**config.mk**
```make
export PLATFORM = sky130hd
export DESIGN_NAME = nine_bit_packer
export DESIGN_NICKNAME = d
export VERILOG_FILES = /design/src/rtl/nine_pack_pkg.sv /design/src/rtl/nine_pack_dp.sv /design/src/rtl/nine_pack_ctrl.sv /design/src/rtl/nine_bit_packer.sv
export SDC_FILE = /design/constraint.sdc
export NUM_CORES = 1
export LEC_CHECK = 0
export BUFFER_PORTS_ARGS = -buffer_cell sky130_fd_sc_hd__buf_2
export CAP_MARGIN = 20
export CORE_MARGIN = 1
export CORE_UTILIZATION = 56
export CTS_BUF_LIST = sky130_fd_sc_hd__clkbuf_4
export CTS_CLUSTER_SIZE = 30
export DETAILED_ROUTE_END_ITERATION = 10
export PLACE_DENSITY = 0.78
export REMOVE_ABC_BUFFERS = 1
export SLEW_MARGIN = 20
export SYNTH_ARGS = -nofsm -noshare
export SYNTH_HDL_FRONTEND = slang
export SYNTH_SLANG_ARGS = --single-unit
```
**constraint.sdc**
```tcl
create_clock -name clk -period 2.4 [get_ports clk]
set_input_delay 0.12 -clock clk [delete_from_list [all_inputs] [get_ports clk]]
set_output_delay 0.12 -clock clk [all_outputs]
set_load 0.03 [all_outputs]
```
**src/rtl/nine_pack_pkg.sv**
```systemverilog
package nine_pack_pkg;

  typedef enum logic {
    ST_FILL,
    ST_EMIT
  } packState_t;

  typedef struct packed {
    logic writeWord;
    logic loadCmd;
    logic advance;
    logic clearBlock;
  } packStrobe_t;

endpackage

```
**src/rtl/nine_pack_dp.sv**
```systemverilog
module nine_pack_dp
  import nine_pack_pkg::*;
#(
  parameter int WORD_BITS = 8,
  parameter int GROUP     = 8,
  localparam int SLOT_BITS  = WORD_BITS + 1,
  localparam int BLOCK_BITS = GROUP * SLOT_BITS,
  localparam int OUT_BYTES  = BLOCK_BITS / 8,
  localparam int CNT_W      = $clog2(GROUP),
  localparam int IDX_W      = $clog2(OUT_BYTES)
) (
  input  logic                 clk,
  input  logic                 rstN,
  input  packStrobe_t          strobe,
  input  logic [WORD_BITS-1:0] inData,
  input  logic                 inLast,
  input  logic                 swapEn,
  output logic [CNT_W-1:0]     wordCount,
  output logic [IDX_W-1:0]     byteIdx,
  output logic [7:0]           outData
);

  logic [SLOT_BITS-1:0]  slotReg [GROUP];
  logic [BLOCK_BITS-1:0] blockFlat;
  logic [CNT_W-1:0]      slotSel;
  logic                  pairedSwap;

  // An unpaired final byte keeps its own slot; all others swap within the pair.
  always_comb begin
    pairedSwap = swapEn && !(inLast && !wordCount[0]);
    slotSel    = pairedSwap ? (wordCount ^ CNT_W'(1)) : wordCount;
  end

  always_ff @(posedge clk) begin
    if (!rstN) begin
      for (int k = 0; k < GROUP; k++) slotReg[k] <= '0;
    end else begin
      for (int k = 0; k < GROUP; k++) begin
        if (strobe.clearBlock)
          slotReg[k] <= '0;
        else if (strobe.writeWord && slotSel == CNT_W'(k))
          slotReg[k] <= {1'b1, inData};
        else if (strobe.loadCmd && k == GROUP - 1)
          slotReg[k] <= {1'b0, inData};
      end
    end
  end

  generate
    for (genvar g = 0; g < GROUP; g++) begin : gFlat
      assign blockFlat[BLOCK_BITS-1-g*SLOT_BITS -: SLOT_BITS] = slotReg[g];
    end
  endgenerate

  always_ff @(posedge clk) begin
    if (!rstN) begin
      wordCount <= '0;
      byteIdx   <= '0;
    end else begin
      if (strobe.clearBlock)     wordCount <= '0;
      else if (strobe.writeWord) wordCount <= wordCount + CNT_W'(1);
      if (strobe.clearBlock)     byteIdx <= '0;
      else if (strobe.advance)   byteIdx <= byteIdx + IDX_W'(1);
    end
  end

  always_comb begin
    int base;
    base    = BLOCK_BITS - 1 - 8 * int'(byteIdx);
    outData = blockFlat[base -: 8];
  end

  // a data word written at slot 0 makes the first block byte start with the flag
  p_flag_first_r1: assert property (@(posedge clk) disable iff (!rstN)
    (strobe.writeWord && slotSel == '0) |=> blockFlat[BLOCK_BITS-1]);

endmodule

```
**src/rtl/nine_pack_ctrl.sv**
```systemverilog
module nine_pack_ctrl
  import nine_pack_pkg::*;
#(
  parameter int GROUP     = 8,
  parameter int OUT_BYTES = 9,
  localparam int CNT_W    = $clog2(GROUP),
  localparam int IDX_W    = $clog2(OUT_BYTES)
) (
  input  logic             clk,
  input  logic             rstN,
  input  logic             inValid,
  input  logic             inDc,
  input  logic             inLast,
  input  logic             outReady,
  input  logic [CNT_W-1:0] wordCount,
  input  logic [IDX_W-1:0] byteIdx,
  output packStrobe_t      strobe,
  output logic             inReady,
  output logic             outValid,
  output logic             outLast
);

  packState_t state;
  logic       endFlag;
  logic       flushPending;
  logic       takeIn;
  logic       groupFull;
  logic       lastByte;

  always_comb begin
    flushPending      = (state == ST_FILL) && inValid && !inDc && (wordCount != '0);
    inReady           = (state == ST_FILL) && !flushPending;
    takeIn            = inValid && inReady;
    outValid          = (state == ST_EMIT);
    lastByte          = (byteIdx == IDX_W'(OUT_BYTES - 1));
    outLast           = outValid && lastByte && endFlag;
    groupFull         = (wordCount == CNT_W'(GROUP - 1));
    strobe.writeWord  = takeIn && inDc;
    strobe.loadCmd    = takeIn && !inDc;
    strobe.advance    = outValid && outReady;
    strobe.clearBlock = outValid && outReady && lastByte;
  end

  always_ff @(posedge clk) begin
    if (!rstN) begin
      state   <= ST_FILL;
      endFlag <= 1'b0;
    end else begin
      case (state)
        ST_FILL: begin
          if (strobe.loadCmd || flushPending) begin
            state   <= ST_EMIT;
            endFlag <= 1'b1;
          end else if (strobe.writeWord && (inLast || groupFull)) begin
            state   <= ST_EMIT;
            endFlag <= inLast;
          end
        end
        default: if (strobe.clearBlock) state <= ST_FILL;
      endcase
    end
  end

  // nothing is taken in while a block is being sent
  p_no_accept_emit_r7: assert property (@(posedge clk) disable iff (!rstN)
    outValid |-> !inReady);

  // a command block opens with a zero byte
  p_cmd_lead_zero_r2: assert property (@(posedge clk) disable iff (!rstN)
    (inValid && inReady && !inDc) |=> (outValid && byteIdx == '0));

endmodule

```
**src/rtl/nine_bit_packer.sv**
```systemverilog
module nine_bit_packer
  import nine_pack_pkg::*;
#(
  parameter int WORD_BITS = 8,
  parameter int GROUP     = 8,
  localparam int SLOT_BITS  = WORD_BITS + 1,
  localparam int BLOCK_BITS = GROUP * SLOT_BITS,
  localparam int OUT_BYTES  = BLOCK_BITS / 8,
  localparam int CNT_W      = $clog2(GROUP),
  localparam int IDX_W      = $clog2(OUT_BYTES)
) (
  input  logic                 clk,
  input  logic                 rstN,
  input  logic                 inValid,
  output logic                 inReady,
  input  logic [WORD_BITS-1:0] inData,
  input  logic                 inDc,
  input  logic                 inLast,
  input  logic                 swapEn,
  output logic                 outValid,
  input  logic                 outReady,
  output logic [7:0]           outData,
  output logic                 outLast
);

  packStrobe_t      strobe;
  logic [CNT_W-1:0] wordCount;
  logic [IDX_W-1:0] byteIdx;

  nine_pack_ctrl #(.GROUP(GROUP), .OUT_BYTES(OUT_BYTES)) uCtrl (
    .clk(clk), .rstN(rstN), .inValid(inValid), .inDc(inDc), .inLast(inLast),
    .outReady(outReady), .wordCount(wordCount), .byteIdx(byteIdx),
    .strobe(strobe), .inReady(inReady), .outValid(outValid), .outLast(outLast)
  );

  nine_pack_dp #(.WORD_BITS(WORD_BITS), .GROUP(GROUP)) uDp (
    .clk(clk), .rstN(rstN), .strobe(strobe), .inData(inData), .inLast(inLast),
    .swapEn(swapEn), .wordCount(wordCount), .byteIdx(byteIdx), .outData(outData)
  );

  // Independent handshake counter for the marker position check.
  logic [IDX_W-1:0] chkCnt;
  always_ff @(posedge clk) begin
    if (!rstN) chkCnt <= '0;
    else if (outValid && outReady)
      chkCnt <= (chkCnt == IDX_W'(OUT_BYTES - 1)) ? '0 : chkCnt + IDX_W'(1);
  end

  // the end marker only ever sits on the ninth byte of a block
  p_last_ninth_r4: assert property (@(posedge clk) disable iff (!rstN)
    (outValid && outLast) |-> (chkCnt == IDX_W'(OUT_BYTES - 1)));

  // a stalled byte holds its value and marker
  p_hold_stable_r7: assert property (@(posedge clk) disable iff (!rstN)
    (outValid && !outReady) |=> (outValid && $stable(outData) && $stable(outLast)));

endmodule

```
==> impl_metrics.yaml, run 1 <==
clocking:
  cts_num_sinks: 81
  cts_buffers: 9
  ctsRootBufferMaster: "clkbuf_4"
  clk_path_buf_depth: 2
  hold_buffers: 0
  insertion_delay_ns: 0.43
  cts.clk_slew.worst_paths_ns: 0.12
  h-tree-depth: 3
  cts_tree: "built"
global_routing:
  grt_max_degree: 24
  grt_remaining_overflow: 0
  grt_pass1_vias: 2514
  grt_pass1_wl_um: 13300
  antenna_found_initial: 0
  grt.total_usage_pct: 26.0
sta:
  finalClockSkew_ns: 0.00658
  fin_crit_ns: 2.32
  max_freq_mhz: 430
  slew_violations: 0
  hold_violations: 0
  fin_crit_sh_pct: 96.8
  tightest_slew_ns: 0.526
  finalSetupViolations: 0
  slew_headroom_pct: 64.8
  finalWorstSetupSlack_ns: 0.0762
floorplan:
  dieArea_um2: 7110
  ios: 26
  die_y_um: 84.3
  core_um2: 6460
  dieWidth_um: 84.3
  rows: 29
  start_util_pct: 58.7
detailed_routing:
  dr_total_vias: 2645
  drt_iter0_markers: 308
  detail_route.first_pass.iterations: 9
  final_antenna_net_count: 0
  routed_wl_um: 8650
  drc: 2
  viasPerCell: 6.21
  route.detailed.wl_per_inst_um: 20.3
synth:
  yosysTopAreaCell: "edfxtp_1"
  synth.yosys.warnings: 0
  synth_area_per_cell_um2: 12.3
  syn_inst: 308
  synth-seq-area-share_pct: 61.7
  synth.area.top_cells: "edfxtp_1 57%, mux4_2 9.5%, nor2_1 8.2%"
  syn_area_um2: 3790
  synth-seq-cells: 81
  yosysUniqueCellTypes: 39
  synth_top_area_share_pct: 57.0
finish:
  fill_cells: 476
  utilization_pct: 66.0
  layout-drive-gt1-share_pct: 24.6
  fin_area_um2: 4270
  diodes: 0
  finalNetCount: 364
  instances_no_fill: 426
  area_growth_syn_to_layout_pct: 12.4
power_and_ir_drop:
  peakVddDrop_v: 0.000309
  power.density_nw_per_um2: 676
  p_leak_nw: 1.54
  finalPower_mw: 2.88
place:
  dp_cells: 409
  gp_congestion: 0.820
  hpwl_um: 5920
  pre_cts_ws_ns: 0.366
  dpl_cell_area_um2: 4060
  port_buffers: 25
setup_path:
  arrival_ns: 2.20
  end_kind: "output port"
  r2r_cells: 5
  start_kind: "flop"
  max_stage_delay_ns: 0.43
  worstSetupPathType: "flop to output port"
  worst-path-max-fanout: 23
  critical_path_required_ns: 2.28
  cpMaxStageDelayCell: "or3_4"
  cp_cell_sequence: "buf_12, or3_4, a31oi_4, o22ai_2, nor2_1, clkbuf_4"
outcome:
  status: "complete, but fails checks"
  violations: "DRC"
min_path:
  hp-class: "primary input to flop"
  hold_path_depth: 2
job:
  drv_cap: 0
path summary, 6_finish.rpt:
| path | startpoint | slack, ns | end |
|---|---|---|---|
| hold reg to reg | uDp.byteIdx[1] | 0.53 | uDp.byteIdx[1] |
| setup / recovery | uDp.byteIdx[0] | 0.08 | outData[6] |
| hold / removal | inData[4] | 0.01 | uDp.slotReg[1][31] |
| setup reg to reg | uDp.wordCount[0] | 0.31 | uDp.slotReg[0][9] |
critical path: cells and delay by family (launching register included):
kind,cells,cell delay (ns)
AOI/OAI and AO/OA,2,0.49
buffers and inverters,2,0.37
DFF,1,0.36
and+or+nand+nor,2,0.55
per-layer routing:
metal	track usage, %	part of all wire (%)
met1	37.5	41
met2	39.7	47
met3	3.44	10
met4	12.4	1.9
met5	0	0
cell type report:
cell class | instances | area, um2 | share of cell area (%)
well taps | 77 | 96.3 | 2.26
clock buffers | 10 | 75.1 | 1.76
inverters | 6 | 22.5 | 0.528
repair buffers | 39 | 255 | 5.98
multi-input cells | 207 | 1410 | 33.1
clock inverters | 6 | 58.8 | 1.38
flip-flops and latches | 81 | 2340 | 55.0
where the power goes:
group          total (mW)  leakage, nW  switching (mW)  internal (mW)
registers            1.63        0.822          0.0293           1.60
logic               0.471        0.649           0.292          0.179
clock network       0.786       0.0715           0.463          0.323
total                2.88         1.54           0.784           2.10
kinds of logic (layout without fill, tap and decap cells):
group,count (synthesis),in the layout,synth area share [%]
mux,18,18,10.0
flops,81,81,61.7
xor+xnor,4,4,0.924
fa+ha+maj,5,5,1.65
buf+inv,20,61,2.21
compound gates,39,39,6.93
simple gates,141,141,16.5
repair_timing:
action / CTS / global route
cloned: 0 / 0
buffers inserted: 0 / 1
setup endpoints to repair: 8 / 8
pin swaps: 0 / 2
gates resized for setup: 5 / 11
metrics by stage:
stage                     hold WS [ns]  TNS, ns
after detailed placement         0.448        0
after CTS                      0.00251        0
after global placement           0.445        0
after global routing           0.00622  -0.0162
final                           0.0145        0
after floorplan                  0.291   -19.85
Yosys cell counts:
library cell	number
buf_2	7
nand2_1	24
mux4_2	16
mux2i_1	2
a22oi_1	1
a211oi_4	1
clkbuf_1	6
a21oi_1	10
o211ai_1	1
xor2_1	2
nor3_1	1
nor2_1	83
xnor2_1	2
a21oi_2	1
nand4bb_1	1
and2_1	9
o22a_1	1
nor2b_1	2
a31oi_1	1
nand2b_1	4
o32ai_2	1
and2b_1	1
o21a_1	1
inv_1	6
nand2_2	3
o21ai_0	11
edfxtp_1	72
or2_2	1
ha_1	5
and3_1	2
and3b_1	3
or3_1	2
a31oi_2	2
nand4_1	1
o22ai_1	8
dfxtp_1	9
nor3b_1	2
buf_1	1
nand3_1	2
state kept, by name (all words and copies together) (netlist names):
signal / flops
uCtrl.endFlag: 1
uCtrl.outValid: 1
uDp.byteIdx: 4
uDp.slotReg: 72
uDp.wordCount: 3
layout by cell type, fill, tap and decap left out, types with 2 or more instances in the layout:
cell type	Yosys	final
nor2_1	83	83
edfxtp_1	72	72
nand2_1	24	24
buf_2	7	23
mux4_2	16	16
buf_4	0	13
clkbuf_4	0	11
a21oi_1	10	10
o21ai_0	11	10
and2_1	9	9
dfxtp_1	9	7
inv_1	6	6
o22ai_1	8	6
ha_1	5	5
nand2b_1	4	4
and3b_1	3	3
nand2_2	3	3
a31oi_4	0	2
o22ai_2	0	2
nor2b_1	2	2
and3_1	2	2
nand3_1	2	2
xor2_1	2	2
xnor2_1	2	2
clkinv_1	0	2
dfxtp_2	0	2
Power figures use the tool's default switching activity.
==> run 2, diff against run 1 <==
--- a/config.mk
+++ b/config.mk
@@ -12,6 +12,7 @@
 export CTS_BUF_LIST = sky130_fd_sc_hd__clkbuf_4
 export CTS_CLUSTER_SIZE = 30
 export DETAILED_ROUTE_END_ITERATION = 10
+export MAX_ROUTING_LAYER = met4
 export PLACE_DENSITY = 0.78
 export REMOVE_ABC_BUFFERS = 1
 export SLEW_MARGIN = 20
==> constraint.sdc (replaced) <==
create_clock -name clk -period 2.4 [get_ports clk]
set_input_delay 0.48 -clock clk [delete_from_list [all_inputs] [get_ports clk]]
set_output_delay 0.48 -clock clk [all_outputs]
set_load 0.03 [all_outputs]
==> run 2 against run 1 <==
Non-clock buffer count increased by 13. The run ends with DRC, setup timing left. Register-to-register slack improved by 0.10 ns. Final area increased by 7.0%. Critical path type unchanged.
==> impl_metrics.yaml, run 2 (synthesis results as in run 1) <==
outcome:
  status: "complete, but fails checks"
  violations: "DRC, setup timing"
setup_path:
  critical_path_required_ns: 1.92
  worst-path-max-fanout: 4
  max_stage_delay_ns: 0.39
  crit_buf_inv: 4
  path_delay_family: "buffers and inverters"
  r2r_setup_slack_ns: 0.41
  worstSetupPathType: "flop to output port"
  arrival_ns: 2.10
  cp_cell_sequence: "inv_4, ha_4, buf_12, buf_16, mux4_2, o22ai_2, nor2_1, buf_4"
  end_kind: "output port"
  cpMaxStageDelayCell: "dfxtp_4"
  start_kind: "flop"
sta:
  fin_worst_hold_slack_ns: 0.350
  max_freq_mhz: 387
  fin_crit_ns: 2.58
  finalClockSkew_ns: 0.0119
  rsz0062_at_grt: "true"
  fin_crit_sh_pct: 108
  finalSetupViolations: 8
  hold_violations: 0
  finalWorstSetupSlack_ns: -0.183
  slew_headroom_pct: 64.4
  slew_violations: 0
  tightest_slew_ns: 0.532
clocking:
  ctsRootBufferMaster: "clkbuf_4"
  hold_buffers: 0
  cts.clk_slew.worst_paths_ns: 0.13
  clk_path_buf_depth: 2
  cts_tree: "built"
  cts_buffers: 9
  h-tree-depth: 3
  insertion_delay_ns: 0.44
  cts_num_sinks: 81
global_routing:
  grt_pass1_wl_um: 14500
  grt_remaining_overflow: 0
  grt.total_usage_pct: 29.4
  antenna_found_initial: 0
  grt_pass1_vias: 2535
  grt_max_degree: 19
floorplan:
  dieArea_um2: 7110
  core_um2: 6460
  dieWidth_um: 84.3
  ios: 26
  rows: 29
  start_util_pct: 58.7
  die_y_um: 84.3
place:
  gp_congestion: 0.829
  port_buffers: 25
  hpwl_um: 6010
  dpl_cell_area_um2: 4110
detailed_routing:
  detail_route.first_pass.iterations: 8
  route.detailed.wl_per_inst_um: 20.9
  viasPerCell: 6.12
  dr_total_vias: 2687
  routed_wl_um: 9160
  drt_iter0_markers: 293
  final_antenna_net_count: 0
  drc: 4
finish:
  top_register: "uDp.slotReg"
  largest_reg_flops: 72
  reg.largest.list: "uDp.slotReg x72, uDp.byteIdx x4, uDp.wordCount x3"
  finalNetCount: 377
  final_cell_mix: "83 x nor2_1, 72 x edfxtp_1, 25 x buf_4, 24 x nand2_1, 17 x buf_2"
  diodes: 0
  area_growth_syn_to_layout_pct: 20.3
  layout_commonest_cell: "nor2_1"
  layout-drive-gt1-share_pct: 29.8
  fill_cells: 427
  fin_area_um2: 4560
power_and_ir_drop:
  peakVddDrop_v: 0.000362
  power.density_nw_per_um2: 663
  p_leak_nw: 1.67
job:
  drv_cap: 0
min_path:
  hp-class: "primary input to flop"
==> run 2: cell count changes in the layout (fill, tap and decap cells not counted), sizes merged <==
cell | before | now
buf | 38 | 51
clkinv | 4 | 2
clkinvlp | 1 | 2
inv | 6 | 7
==> run 2: worst paths after layout <==
path / from / depth (start not counted) / endpoint
setup / recovery: uDp.byteIdx[0] / 8 / outData[6]
setup reg to reg: uDp.byteIdx[0] / 6 / uDp.slotReg[0][7]
hold / removal: inData[0] / 2 / uDp.slotReg[1][27]
hold reg to reg: uCtrl.endFlag / 2 / uCtrl.endFlag
==> run 2: stage by stage <==
stage          setup WS, ns  utilization, %  setup TNS (ns)  total power [mW]  instances
6_report             -0.183            70.6           -1.22              3.03        439
2_1_floorplan        -0.641               -          -22.73              1.95        294
4_1_cts              -0.202            70.3           -1.23              3.02        438
3_3_place_gp          0.152            63.6               0              2.10        413
5_1_grt              -0.231            70.6           -1.63              3.12        439
3_5_place_dp         0.0649            63.6               0              2.12        413
==> run 2: layer usage <==
metal  track usage [%]  wire (um)  vias up
li1                  -          -     1208
met1              41.0       3850     1314
met2              42.8       4310      146
met3              6.00        810       19
met4              11.6        184        0
met5                 -          0        -
==> run 2: area by class of cell <==
| class | instances | area, um2 | share of cell area (%) |
|---|---|---|---|
| timing repair buffer | 52 | 484 | 10.6 |
| sequential | 81 | 2350 | 51.5 |
| clock buffer | 10 | 75.1 | 1.65 |
| inverter | 6 | 25.0 | 0.549 |
| multi-input combinational | 207 | 1470 | 32.1 |
| tap | 77 | 96.3 | 2.11 |
| clock inverter | 6 | 67.6 | 1.48 |
==> run 2: timing repair <==
item | in CTS | in global routing
buffers inserted | 6 | 1
pin swaps | 11 | 7
gates resized for setup | 30 | 3
setup endpoints to repair | 8 | 8
endpoints found under the hold margin | 0 | 0
cloned | 3 | 1
==> run 2: worst reg2reg max path: stages, from the launching register on <==
cell and delay, ns:
dfxtp_4 0.39, inv_4 0.04, ha_4 0.17, and3b_1 0.26, a211oi_4 0.54, nand2_2 0.24, nor2_1 0.19
==> run 2: power by group <==
part / switching [mW] / leakage (nW) / total (mW) / internal (mW)
registers: 0.0285 / 0.822 / 1.62 / 1.60
clock network: 0.486 / 0.0730 / 0.819 / 0.333
logic: 0.324 / 0.774 / 0.583 / 0.259
==> run 3, diff against run 2 <==
--- a/config.mk
+++ b/config.mk
@@ -13,7 +13,7 @@
 export CTS_CLUSTER_SIZE = 30
 export DETAILED_ROUTE_END_ITERATION = 10
 export MAX_ROUTING_LAYER = met4
-export PLACE_DENSITY = 0.78
+export PLACE_DENSITY = 0.84
 export REMOVE_ABC_BUFFERS = 1
 export SLEW_MARGIN = 20
 export SYNTH_ARGS = -nofsm -noshare
==> run 3 against run 2 <==
The run still ends with DRC, setup timing left. Die area unchanged. Core utilization fell by 1.1 points. Register-to-register slack worse by 0.05 ns. Sequential power about the same. Worst setup slack got worse by 0.014 ns. Routed wire length fell by 3.9%. Global-route usage shrank 2.3 points. Largest power group unchanged. Highest routed layer unchanged.
==> impl_metrics.yaml, run 3 (synthesis results as in run 1) <==
clocking:
  cts.clk_slew.worst_paths_ns: 0.15
  cts_num_sinks: 81
  ctsRootBufferMaster: "clkbuf_4"
  cts_buffers: 9
  h-tree-depth: 3
  insertion_delay_ns: 0.46
  cts_tree: "built"
  hold_buffers: 0
  clk_path_buf_depth: 2
sta:
  finalClockSkew_ns: 0.0286
  hold_violations: 0
  slew_violations: 0
  rsz0062_at_grt: "true"
  fin_crit_ns: 2.60
  slew_headroom_pct: 66.2
  tightest_slew_ns: 0.506
  max_freq_mhz: 385
  finalWorstSetupSlack_ns: -0.197
  finalSetupViolations: 8
  fin_crit_sh_pct: 108
  fin_worst_hold_slack_ns: 0.350
floorplan:
  core_um2: 6460
  rows: 29
  start_util_pct: 58.7
  dieWidth_um: 84.3
  ios: 26
  dieArea_um2: 7110
  die_y_um: 84.3
setup_path:
  arrival_ns: 2.12
  path_delay_family: "flip-flops"
  worstSetupPathType: "flop to output port"
  start_kind: "flop"
  cp_cell_sequence: "inv_2, ha_4, buf_16, mux4_2, o22ai_2, nor2_1, buf_4"
  worst-path-max-fanout: 8
  end_kind: "output port"
  critical_path_required_ns: 1.92
  max_stage_delay_ns: 0.40
  crit_buf_inv: 3
  cpMaxStageDelayCell: "dfxtp_4"
detailed_routing:
  dr_total_vias: 2682
  viasPerCell: 6.18
  routed_wl_um: 8800
  drc: 4
  drt_iter0_markers: 297
  final_antenna_net_count: 0
  route.detailed.wl_per_inst_um: 20.3
  detail_route.first_pass.iterations: 8
finish:
  finalNetCount: 372
  top_register: "uDp.slotReg"
  largest_reg_flops: 72
  area_growth_syn_to_layout_pct: 18.3
  layout-drive-gt1-share_pct: 28.3
  diodes: 0
  layout_commonest_cell: "nor2_1"
  final_cell_mix: "83 x nor2_1, 72 x edfxtp_1, 24 x nand2_1, 22 x buf_4, 17 x buf_2"
  reg.largest.list: "uDp.slotReg x72, uDp.byteIdx x4, uDp.wordCount x3"
  instances_no_fill: 434
place:
  dp_cells: 412
  hpwl_um: 6060
  gp_congestion: 0.829
  pre_cts_ws_ns: 0.157
  port_buffers: 25
power_and_ir_drop:
  p_leak_nw: 1.65
  finalPower_mw: 2.98
  power.density_nw_per_um2: 663
  peakVddDrop_v: 0.000337
global_routing:
  met2_usage_pct: 41.8
  busiest_layer: "met2"
  use_met1_pct: 35.2
  grt.total_usage_pct: 27.1
  grt_pass1_vias: 2576
  gr-usage-met3_pct: 5.41
  antenna_found_initial: 0
  grt_max_degree: 19
  grt_remaining_overflow: 0
  grt_pass1_wl_um: 13600
min_path:
  hp-class: "primary input to flop"
outcome:
  status: "complete, but fails checks"
  violations: "DRC, setup timing"
job:
  drv_cap: 0
-- run 3: cell types whose count changed in the layout (fill, tap and decap cells not counted), moves of 2 or more --
cell        delta
buf_12         -2
clkinv_8       +2
clkinvlp_4     -2
o22ai_1        +2
inv_8          +2
buf_4          -3
-- run 3: area by class of cell --
| class | instances | area (um2) |
|---|---|---|
| clock inverters | 7 | 81.3 |
| inverters | 6 | 22.5 |
| clock buffers | 9 | 67.6 |
| fillers | 437 | 1970 |
| flip-flops and latches | 81 | 2350 |
| multi-input cells | 207 | 1450 |
| repair buffers | 47 | 427 |
| well taps | 77 | 96.3 |
-- run 3: metal layers --
metal,part of all wire [%],vias up
met4,3.1,0
met1,40,1320
met3,7.7,26
met5,0,-
met2,49,122
li1,-,1214
-- run 3: worst paths after layout --
path         slack, ns  depth (start not counted)            from            endpoint
min               0.35                          2       inData[0]  uDp.slotReg[1][27]
max              -0.20                          7  uDp.byteIdx[0]          outData[7]
max reg2reg       0.36                          6  uDp.byteIdx[0]   uDp.slotReg[0][1]
min reg2reg       0.54                          2   uCtrl.endFlag       uCtrl.endFlag
-- run 3: report_power, final --
part | leakage [nW] | internal, mW | switching [mW]
Clock | 0.0805 | 0.253 | 0.549
Sequential | 0.822 | 1.60 | 0.0317
Combinational | 0.743 | 0.239 | 0.306
Total | 1.65 | 2.09 | 0.886
-- run 3: stage by stage --
stage	TNS, ns	utilization, %	cell area, um2
floorplan	-22.73	-	3730
global placement	0	63.5	4100
detailed placement	0	63.5	4100
CTS	-1.42	68.4	4420
global route	-1.77	69.5	4490
finish	-1.32	69.5	4490
-- run 3: what timing repair did --
action                     4_1_cts  5_1_grt
buffers inserted                 2        1
pin swaps                        9        6
setup endpoints to repair        8        8
resized for setup               22        6
cloned                           2        1
